## src/rtl/ssc_pkg.sv

```systemverilog
package ssc_pkg;
  typedef enum logic [1:0] {
    MODE_RUN  = 2'b00,
    MODE_STOP = 2'b01,
    MODE_STBY = 2'b10,
    MODE_RSVD = 2'b11
  } pmode_e;
endpackage

```

## src/rtl/ssc_period_cnt.sv

```systemverilog
module ssc_period_cnt #(
  parameter int PERIOD_TICKS = 393
) (
  input  logic clk,
  input  logic rst_n,
  input  logic periodic,
  input  logic enter,
  input  logic tick,
  output logic fire
);
  localparam int CW = (PERIOD_TICKS > 1) ? $clog2(PERIOD_TICKS) : 1;
  localparam logic [CW-1:0] LAST = CW'(PERIOD_TICKS - 1);

  logic [CW-1:0] cnt_q, cnt_d;
  logic          cnt_en;

  always_comb begin
    fire   = periodic && !enter && tick && (cnt_q == LAST);
    cnt_en = !periodic || enter || tick;
    cnt_d  = cnt_q;
    if (!periodic || enter || fire) cnt_d = '0;
    else if (tick)                  cnt_d = cnt_q + 1'b1;
  end

  always_ff @(posedge clk or negedge rst_n) begin
    if (!rst_n)      cnt_q <= '0;
    else if (cnt_en) cnt_q <= cnt_d;
  end

  AST_CNT_IN_RANGE: assert property (@(posedge clk) disable iff (!rst_n)
    cnt_q <= LAST);
  AST_ENTRY_CLEARS: assert property (@(posedge clk) disable iff (!rst_n)
    enter |=> (cnt_q == '0));
endmodule

```

## src/rtl/ssc_settle_win.sv

```systemverilog
module ssc_settle_win #(
  parameter int SETTLE_CYC = 4
) (
  input  logic clk,
  input  logic rst_n,
  input  logic periodic,
  input  logic start,
  output logic active,
  output logic last
);
  localparam int WW = $clog2(SETTLE_CYC + 1);
  localparam logic [WW-1:0] LOAD = WW'(SETTLE_CYC);

  logic [WW-1:0] win_q, win_d;
  logic          win_en;

  always_comb begin
    active = (win_q != '0);
    last   = (win_q == WW'(1));
    win_en = !periodic || start || active;
    win_d  = win_q;
    if (!periodic)           win_d = '0;
    else if (active)         win_d = win_q - 1'b1;
    else if (start)          win_d = LOAD;
  end

  always_ff @(posedge clk or negedge rst_n) begin
    if (!rst_n)      win_q <= '0;
    else if (win_en) win_q <= win_d;
  end

  AST_WIN_HOLDS: assert property (@(posedge clk) disable iff (!rst_n)
    (active && !last && periodic) |=> active);
  AST_WIN_ENDS: assert property (@(posedge clk) disable iff (!rst_n)
    last |=> !active);
endmodule

```

## src/rtl/ssc_req_latch.sv

```systemverilog
module ssc_req_latch (
  input  logic clk,
  input  logic rst_n,
  input  logic set,
  output logic req
);
  logic req_q, req_d;

  always_comb req_d = req_q | set;

  always_ff @(posedge clk or negedge rst_n) begin
    if (!rst_n) req_q <= 1'b0;
    else        req_q <= req_d;
  end

  assign req = req_q;

  AST_REQ_STICKY: assert property (@(posedge clk) disable iff (!rst_n)
    req |=> req);
endmodule

```

## src/rtl/supply_sample_ctrl.sv

```systemverilog
module supply_sample_ctrl #(
  parameter int PERIOD_TICKS = 393,
  parameter int SETTLE_CYC   = 4
) (
  input  logic       clk,
  input  logic       rst_n,
  input  logic       ulp_en,
  input  logic [1:0] mode,
  input  logic       tick,
  input  logic       cmp_below,
  output logic       cmp_en,
  output logic       rst_req
);
  import ssc_pkg::*;

  logic [1:0] rsync_q;
  logic       rst_sync_n;
  logic       low_pwr, periodic, periodic_q, enter;
  logic       fire, win_active, win_last, req_set;

  always_ff @(posedge clk or negedge rst_n) begin
    if (!rst_n) rsync_q <= 2'b00;
    else        rsync_q <= {rsync_q[0], 1'b1};
  end
  assign rst_sync_n = rsync_q[1];

  always_comb begin
    low_pwr  = (pmode_e'(mode) == MODE_STOP) || (pmode_e'(mode) == MODE_STBY);
    periodic = ulp_en && low_pwr;
    enter    = periodic && !periodic_q;
    cmp_en   = !periodic || win_active;
    req_set  = periodic ? (win_last && cmp_below) : cmp_below;
  end

  always_ff @(posedge clk or negedge rst_sync_n) begin
    if (!rst_sync_n) periodic_q <= 1'b0;
    else             periodic_q <= periodic;
  end

  ssc_period_cnt #(.PERIOD_TICKS(PERIOD_TICKS)) u_cnt (
    .clk(clk), .rst_n(rst_sync_n), .periodic(periodic),
    .enter(enter), .tick(tick), .fire(fire)
  );

  ssc_settle_win #(.SETTLE_CYC(SETTLE_CYC)) u_win (
    .clk(clk), .rst_n(rst_sync_n), .periodic(periodic),
    .start(fire), .active(win_active), .last(win_last)
  );

  ssc_req_latch u_req (
    .clk(clk), .rst_n(rst_sync_n), .set(req_set), .req(rst_req)
  );

  AST_RUN_CONTINUOUS: assert property (@(posedge clk) disable iff (!rst_sync_n)
    (mode == 2'b00 || mode == 2'b11) |-> cmp_en);
  AST_OFF_CONTINUOUS: assert property (@(posedge clk) disable iff (!rst_sync_n)
    !ulp_en |-> cmp_en);
  AST_REQ_AFTER_WINDOW: assert property (@(posedge clk) disable iff (!rst_sync_n)
    ($rose(rst_req) && $past(periodic)) |-> $past(win_last));
endmodule

```

## config.mk

```make
export PLATFORM = sky130hd
export DESIGN_NAME = supply_sample_ctrl
export DESIGN_NICKNAME = d
export VERILOG_FILES = /design/src/rtl/ssc_pkg.sv /design/src/rtl/ssc_period_cnt.sv /design/src/rtl/ssc_settle_win.sv /design/src/rtl/ssc_req_latch.sv /design/src/rtl/supply_sample_ctrl.sv
export SDC_FILE = /design/constraint.sdc
export NUM_CORES = 1
export LEC_CHECK = 0
export BUFFER_PORTS_ARGS = -buffer_cell sky130_fd_sc_hd__buf_2
export CAP_MARGIN = 40
export CORE_MARGIN = 3
export CORE_UTILIZATION = 35
export DETAILED_ROUTE_END_ITERATION = 10
export SETUP_SLACK_MARGIN = 0.2
export SLEW_MARGIN = 10
export SYNTH_ARGS = -nofsm -noshare
export SYNTH_HDL_FRONTEND = slang
export SYNTH_HIERARCHICAL = 1
export SYNTH_SLANG_ARGS = --single-unit
```

## constraint.sdc

```tcl
create_clock -name clk -period 3 [get_ports clk]
set_input_delay 0.3 -clock clk [delete_from_list [all_inputs] [get_ports clk]]
set_output_delay 0.3 -clock clk [all_outputs]
set_load 0.005 [all_outputs]
```

# Word-level counts from Yosys, hierarchy flattened
# Cells that the tools add are included.
# Widths: inputs -> output; s select.
dict set report totals {
  regBits 16
  in_bits 7
  output_inout_bits 2
  word_cells 39
}
dict set report classes {
  add_sub_neg 2
  n_eq_ne 5
  n_mux 6
  n_bitwise 1
  reduce_logical 20
}
# operator n
set ops {}
lappend ops {{$mux 9} 2}
lappend ops {{$add 9x1->9 const B} 1}
lappend ops {{$eq 9x9->1 const B} 1}
lappend ops {{$mux 3} 3}
lappend ops {{$logic_or 1x1->1} 7}
lappend ops {{$logic_and 1x1->1} 6}
lappend ops {{$reduce_and 2->1} 2}
lappend ops {{$eq 3x1->1 const B} 1}
lappend ops {{$logic_not 1->1} 3}
lappend ops {{$ne 3x1->1 const B} 1}
lappend ops {{$reduce_bool 3->1} 1}
lappend ops {{$sub 3x1->3 const B} 1}
lappend ops {{$eq 2x1->1 const B} 1}
lappend ops {{$eq 2x2->1 const B} 1}
lappend ops {{$reduce_bool 2->1} 1}
lappend ops {{$mux 1} 1}
lappend ops {{$or 1x1->1} 1}

# Longest topological paths before layout
# Gate-level depths: netlist of run 1.
dict set report logic_depth {
  depth_word 11
  depth_mapped 7
  mapped_depth_nobuf 7
}

# Hierarchy
# Netlist of run 1, hierarchy kept.
# module n_inst cells_per_inst area_each_um2 seq_area_each_um2
set by_module_without_submodules {}
lappend by_module_without_submodules {ssc_period_cnt 1 51 530.5 225.2}
lappend by_module_without_submodules {ssc_settle_win 1 13 143.9 75.1}
lappend by_module_without_submodules {supply_sample_ctrl 1 11 125.1 75.1}
lappend by_module_without_submodules {ssc_req_latch 1 2 31.3 25.0}

# Worst setup path after synthesis of run 1
# Ideal clock, no wire load.
dict set report synth_path {
  path_kind {register -> register}
  start {register u_cnt.cnt_q[0]}
  end {register u_win.win_q[2]}
  setup_ns 0.078
  t_arrival_ns 1.523
  required_time_ns 2.922
  slack_ns 1.399
  stages_incl_launch_ff 8
  path_buffers 0
  period_less_slack_ns 1.601
  path_cell_list {dfrtp_1 > inv_1 > ha_1 > and4b_1 > nand4_1 > nor2_1 > or4b_1 > a21boi_1}
}
dict set report synth_between {
  elab_chain_len 5
  word_cells_on_any_way 6
  classes_between {eq/ne (2); reduce/logical (4)}
}
# item line
set synth_rtl {}
lappend synth_rtl {{start, declared} ssc_period_cnt.sv:14} ;# logic [CW-1:0] cnt_q, cnt_d;
lappend synth_rtl {{start signal, assigned} ssc_period_cnt.sv:27} ;# else if (cnt_en) cnt_q <= cnt_d;
lappend synth_rtl {{$eq 9x9->1 (*)} ssc_period_cnt.sv:18} ;# fire = periodic && !enter && tick && (cnt_q == LAST);
lappend synth_rtl {{$logic_and 1x1->1 (*)} ssc_period_cnt.sv:18}
lappend synth_rtl {{via fire} supply_sample_ctrl.sv:19} ;# logic fire, win_active, win_last, req_set;
lappend synth_rtl {{parallel branches: the longest is 2 deep, another holds $ne 3x1->1} --}
lappend synth_rtl {{$reduce_and 2->1 (no source line) (*)} --}
lappend synth_rtl {{end signal, assigned} ssc_settle_win.sv:29} ;# else if (win_en) win_q <= win_d;
lappend synth_rtl {{end, declared} ssc_settle_win.sv:14} ;# logic [WW-1:0] win_q, win_d;
# Mark *: on every way through the listed nets, which the timed path passes.
# A chain may end at the register's enable or synchronous reset.

# Worst setup path after layout of run 1
# Same ends and word-level chain as after synthesis.

==> results of run 1 <==
## cell type report
cell class,instances,share of cell area [%]
Inverter,4,1.58
Tap cell,28,3.68
Clock buffer,4,3.81
Timing Repair Buffer,9,5.26
Multi-Input combinational cell,57,43.6
Sequential cell,16,42.0
## critical path, cell delays in order, from the launching register on
cell	delay [ns]
dfrtp_1	0.43
inv_1	0.09
ha_1	0.15
and4b_1	0.17
nand4_1	0.20
nor2_1	0.16
or4b_1	0.45
a21boi_1	0.13
## stage by stage
step | cell area [µm²] | setup WS [ns] | util [%] | std cells
CTS | 952 | 1.20 | 42.6 | 118
global route | 952 | 1.11 | 42.6 | 118
finish | 952 | 1.17 | 42.6 | 118
global placement | 906 | 1.24 | 40.6 | 113
detailed placement | 906 | 1.20 | 40.6 | 113
floorplan | 831 | 1.40 | - | 77
## flip-flops by register name, summed over array words and instances, names as in the netlist
| register | cells |
|---|---|
| u_cnt/cnt_q | 9 |
| periodic_q | 1 |
| u_req/req | 1 |
| rsync_q | 2 |
| u_win/win_q | 3 |
## metal layers
metal | vias up | routed length [µm]
met5 | - | 0
li1 | 284 | -
met2 | 5 | 660
met4 | 0 | 10
met1 | 260 | 663
met3 | 2 | 49
## worst max path at each step
stage          slack, ns                         end                  startpoint
3_5_place_dp        1.20  u_win/win_q[2]$_DFFE_PN0P_                     mode[0]
2_1_floorplan       1.40  u_win/win_q[2]$_DFFE_PN0P_  u_cnt/cnt_q[0]$_DFFE_PN0P_
3_3_place_gp        1.24  u_win/win_q[2]$_DFFE_PN0P_  u_cnt/cnt_q[0]$_DFFE_PN0P_
4_1_cts             1.20                      cmp_en  u_win/win_q[0]$_DFFE_PN0P_
6_report            1.17  u_win/win_q[2]$_DFFE_PN0P_  u_cnt/cnt_q[0]$_DFFE_PN0P_
5_1_grt             1.11  u_win/win_q[2]$_DFFE_PN0P_  u_cnt/cnt_q[0]$_DFFE_PN0P_
## report_power, final
group / switching, W / total, W / leakage, nW / internal, W
Combinational: 0.0000150 / 0.0000275 / 0.146 / 0.0000124
Clock: 0.0000665 / 0.000140 / 0.0210 / 0.0000738
Sequential: 0.00000517 / 0.000224 / 0.212 / 0.000219
## layout by cell type, fill, tap and decap left out, drive strengths merged
| master | Yosys | routed |
|---|---|---|
| dfrtp | 16 | 16 |
| nor2 | 10 | 10 |
| buf | 0 | 8 |
| xnor2 | 6 | 6 |
| inv | 4 | 4 |
| nand2b | 4 | 4 |
| nand2 | 4 | 4 |
| clkbuf | 0 | 4 |
| nor3 | 3 | 3 |
| nand3 | 3 | 3 |
| nor3b | 3 | 3 |
| xor2 | 2 | 2 |
| and2 | 2 | 2 |
| nand4 | 2 | 2 |
| a21oi | 2 | 2 |
| nor4b | 2 | 2 |
| ha | 2 | 2 |
| a21boi | 2 | 2 |
| nand3b | 1 | 1 |
| a31oi | 1 | 1 |
| and3b | 1 | 1 |
| dlygate4sd3 | 0 | 1 |
| conb | 1 | 1 |
| and4b | 1 | 1 |
| or2 | 1 | 1 |
| or3 | 1 | 1 |
| or4b | 1 | 1 |
| o21ai | 1 | 1 |
| or3b | 1 | 1 |
## cell families after synthesis
kind of cell | after synthesis | synth area share (%)
fa+ha+maj | 2 | 3.01
simple gates | 40 | 33.7
other cells | 1 | 0.451
xor+xnor | 8 | 8.43
compound gates | 6 | 4.37
buf+inv | 4 | 1.81
flops | 16 | 48.2
==> impl_metrics.toml, run 1 <==
[finish]
n_fill_cell = 216
drive_gt1_share_pct = 22.2
nets = 100
multi_input_area_um2 = 415
register_area_um2 = 400
synthToLayoutAreaGrowth_pct = 14.6
antenna_cells = 0

[global_route]
grt_overflow_total = 0
met2_usage_pct = 18.1
grt_pass1_wl_um = 2320
grt_max_degree = 15
grtUsageMet1_pct = 12.9
use_met3_pct = 4.90
grt.busiest_layer = "met2"
track_usage_pct = 11.0
antenna_found_initial = 0
grt_pass1_vias = 545

[setup_path]
startpoint_type = "flop"
regToRegStartpoint = "u_cnt/cnt_q[0]$_DFFE_PN0P_"
r2r_end = "u_win/win_q[2]$_DFFE_PN0P_"
critPathRequiredTime_ns = 3.21
critical_path.max_fanout = 4
arrival_ns = 2.05
r2r_cells = 7
r2r_slack_ns = 1.17
end_kind = "flop"
critical_path_class = "flop to flop"

[flow_run]
max_cap_viol_count = 0

[logic_synthesis]
synth_top_flop_cell = "dfrtp_1"
yosys.area.top_type_share_pct = 48.2
syn_inst = 77
syn_area_per_cell_um2 = 10.8
syn_nets = 86
synthTopCellsByArea = "dfrtp_1 48%, xnor2_1 6.3%, nor4b_4 5.7%, nor2_1 4.5%, ha_1 3.0%"
async_flop_share_pct = 100
synth-edff-count = 0
yosysWarnings = 6
synth_top_area_cell = "dfrtp_1"
synth_common_cells = "16 x dfrtp_1, 10 x nor2_1, 6 x xnor2_1"
synth.most_common_cell = "dfrtp_1"
netlist_area_um2 = 831
ys_types = 29
synth.ff_latch_count = 16
synth_seq_area_share_pct = 48.2

[timing]
finalSetupViolCount = 0
fin_hold_ws_ns = 0.239
period_minus_slack_ns = 1.83
tightest_slew_ns = 0.572
skew_ns = 0.000531
fin_tns_setup_ns = 0
maxSlewHeadroom_pct = 61.9
rsz0062_at_grt = "false"
maxSlewViolCount = 0
hold_viol = 0
fin_crit_sh_pct = 61.1
max_freq_ghz = 0.546

[clocking]
cts_root_buf = "clkbuf_4"
cts_setup_buffers = 0
max-clock-path-buffers = 2
cts.sinks = 16
cts_buffers = 3
tritoncts = "done"
clock_latency_ns = 0.28
postCtsResizedCells = 0
htree_num_levels = 1
cts.clk_slew.worst_paths_ns = 0.09
cts_hold_buf = 1

[outcome]
status = "finished, final reports clean"

[floorplanning]
die_area_um2 = 2990
dieWidth_um = 54.7
fp.dieH_um = 54.7
coreArea_um2 = 2230
num_io_pins = 9
start_util_pct = 37.2
row_count = 17

[placed_design]
dp_hpwl_um = 1040
numPortBuffers = 8
gp_congestion = 0.755

[detailed_routing]
drcViolationCount = 0
drtIter0Drc = 3
viasPerCell = 4.67
vias = 551
firstDrtPassIters = 6
wl_per_cell_um = 11.7
finalWirelength_um = 1380
ant_nets = 0

[power_and_ir_drop]
power_w = 0.000392
powerDensity_nw_per_um2 = 411
ir_drop_mv = 0.265
leakagePower_nw = 0.379

[hold_path]
hold_class = "flop to async pin"
No activity file was read; power rests on OpenSTA's default activity.
==> run 2: changes to the inputs <==
Settings changed: ABC_AREA from default to 1.
Clock period 3 ns to 1.5 ns, I/O delays scaled along.
==> impl_metrics.toml, run 2 <==
[outcome]
status = "finished, final reports clean"

[setup_path]
r2r_slack_ns = 0.17
critical_path_class = "flop to flop"
startpoint_type = "flop"
end_kind = "flop"
arrival_ns = 1.54
critical_path.max_fanout = 3
critPathRequiredTime_ns = 1.72

[finish]
top_register = "u_cnt/cnt_q"
largest_reg_flops = 9
synthToLayoutAreaGrowth_pct = 20.4
drive_gt1_share_pct = 36.4
final_cell_area_um2 = 1140
antenna_cells = 0
nets = 150
final_common_cell = "nand2_1"
reg.largest.list = "u_cnt/cnt_q: 9 flops, u_win/win_q: 3 flops, rsync_q: 2 flops"
n_fill_cell = 243
most-common-layout-cells = "26 x nand2_1, 17 x inv_1, 16 x dfrtp_1"
multi_input_area_um2 = 493
register_area_um2 = 400

[timing]
fin_tns_setup_ns = 0
maxSlewViolCount = 0
finalWorstSetupSlack_ns = 0.174
rsz0062_at_grt = "true"
fin_hold_ws_ns = 0.155
fin_crit_sh_pct = 88.4
max_freq_ghz = 0.754
period_minus_slack_ns = 1.33
finalSetupViolCount = 0
hold_viol = 0
skew_ns = 0.00399
tightest_slew_ns = 0.567
maxSlewHeadroom_pct = 62.2

[global_route]
track_usage_pct = 11.7
grt_pass1_vias = 729
grt_overflow_total = 0
grt_max_degree = 15
grt_pass1_wl_um = 3060
antenna_found_initial = 0

[detailed_routing]
firstDrtPassIters = 4
viasPerCell = 4.63
finalWirelength_um = 1890
drtIter0Drc = 9
drcViolationCount = 0
vias = 787
wl_per_cell_um = 11.1
ant_nets = 0

[floorplanning]
fp.dieH_um = 58.1
coreArea_um2 = 2520
start_util_pct = 37.7
row_count = 18
die_area_um2 = 3380
dieWidth_um = 58.1
num_io_pins = 9

[logic_synthesis]
yosysWarnings = 6
yosys.area.top_type_share_pct = 42.1
synth-edff-count = 0
synth_top_flop_cell = "dfrtp_1"
syn_nets = 132
async_flop_share_pct = 100
syn_area_per_cell_um2 = 7.73
ys_types = 21
synth_common_cells = "27 x nand2_1, 19 x inv_1, 16 x dfrtp_1, 12 x nor2_1, 8 x nand2_2"
synth_seq_area_share_pct = 42.1
syn_inst = 123
synth_top_area_cell = "dfrtp_1"
synthTopCellsByArea = "dfrtp_1 42%, nand2_1 11%, inv_1 7.5%, nand2_2 5.3%, nor2_1 4.7%"
synth.most_common_cell = "nand2_1"
netlist_area_um2 = 951
synth.ff_latch_count = 16

[clocking]
cts_buffers = 3
cts_root_buf = "clkbuf_4"
tritoncts = "done"
max-clock-path-buffers = 2
cts.sinks = 16
htree_num_levels = 1
clock_latency_ns = 0.28
cts.clk_slew.worst_paths_ns = 0.09

[placed_design]
numPortBuffers = 8
gp_congestion = 0.809
dpl_cell_area_um2 = 1020
place_ws_ns = 0.215
dp_hpwl_um = 1260

[power_and_ir_drop]
leakagePower_nw = 0.533
ir_drop_mv = 0.403
powerDensity_nw_per_um2 = 707

[flow_run]
max_cap_viol_count = 0

[hold_path]
hold_class = "input port to flop"
run 2: cell types whose count changed in the layout (fill, tap and decap cells not counted), sizes merged, moves of 3 or more:
cell,before,now
nand2,4,37
xnor2,6,0
nor3b,3,0
nor2,10,17
buf,8,12
a21oi,2,5
inv,4,26
nand3,3,10
o21bai,0,3
nand2b,4,0
run 2: final timing paths:
| check | end | startpoint | cells after the start |
|---|---|---|---|
| worst max-delay path | u_win/win_q[2]$_DFFE_PN0P_ | u_cnt/cnt_q[1]$_DFFE_PN0P_ | 8 |
| worst min-delay path | u_cnt/cnt_q[0]$_DFFE_PN0P_ | tick | 3 |
| max in group asynchronous | u_cnt/cnt_q[5]$_DFFE_PN0P_ | rsync_q[1]$_DFF_PN0_ | 0 |
| worst min register to register | u_win/win_q[0]$_DFFE_PN0P_ | rsync_q[1]$_DFF_PN0_ | 0 |
| min in group asynchronous | rsync_q[0]$_DFF_PN0_ | rst_n | 2 |
| worst max register to register | u_win/win_q[2]$_DFFE_PN0P_ | u_cnt/cnt_q[1]$_DFFE_PN0P_ | 8 |
run 2: what timing repair did:
action / CTS / global route
resized for setup: 1 / 11
setup endpoints to repair: 4 / 11
endpoints found under the hold margin: 2 / 0
gates cloned: 0 / 1
buffers inserted: 1 / 3
pin swaps: 2 / 6
hold buffers: 1 / 0
run 2: stage by stage:
stage	instances	power (W)	utilization (%)
CTS	166	0.000810	42.5
floorplan	123	0.000499	-
global placement	160	0.000518	40.3
finish	170	0.000810	45.4
detailed placement	160	0.000521	40.3
global route	170	0.000854	45.4
run 2: final cells by class:
| type | instances | area share, % |
|---|---|---|
| Tap cell | 30 | 3.28 |
| Timing Repair Buffer | 13 | 6.99 |
| Inverter | 26 | 8.52 |
| Sequential cell | 16 | 35.0 |
| Clock buffer | 4 | 3.17 |
| Multi-Input combinational cell | 81 | 43.1 |
run 2: cells by family (layout without fill, tap and decap cells):
family          after synthesis  count (layout)  share of synthesized area (%)
xor+xnor                      2               2                           1.84
other cells                   1               1                          0.394
buf+inv                      27              43                           11.4
fa+ha+maj                     2               2                           2.63
compound gates                8               8                           5.79
flops                        16              16                           42.1
simple gates                 67              68                           35.8
run 2: critical path: stages (launching register included):
cell	delay, ns
dfrtp_1	0.45
inv_2	0.11
ha_4	0.13
nand2_2	0.05
nor2_2	0.13
nand3_4	0.12
inv_1	0.07
nand3_1	0.09
a21oi_2	0.11
run 2: power breakdown:
group	leakage, nW	internal (W)	total, W	switching (W)
registers	0.212	0.000437	0.000447	0.0000101
clock network	0.0210	0.000148	0.000282	0.000135
logic	0.300	0.0000297	0.0000796	0.0000498
run 2: per-layer routing:
layer	track usage [%]	vias to the layer above	share of wire (%)
met1	14.1	369	44
met4	3.31	0	1.0
met5	0	-	0
met2	19.7	11	51
met3	4.01	2	3.4
li1	-	405	-
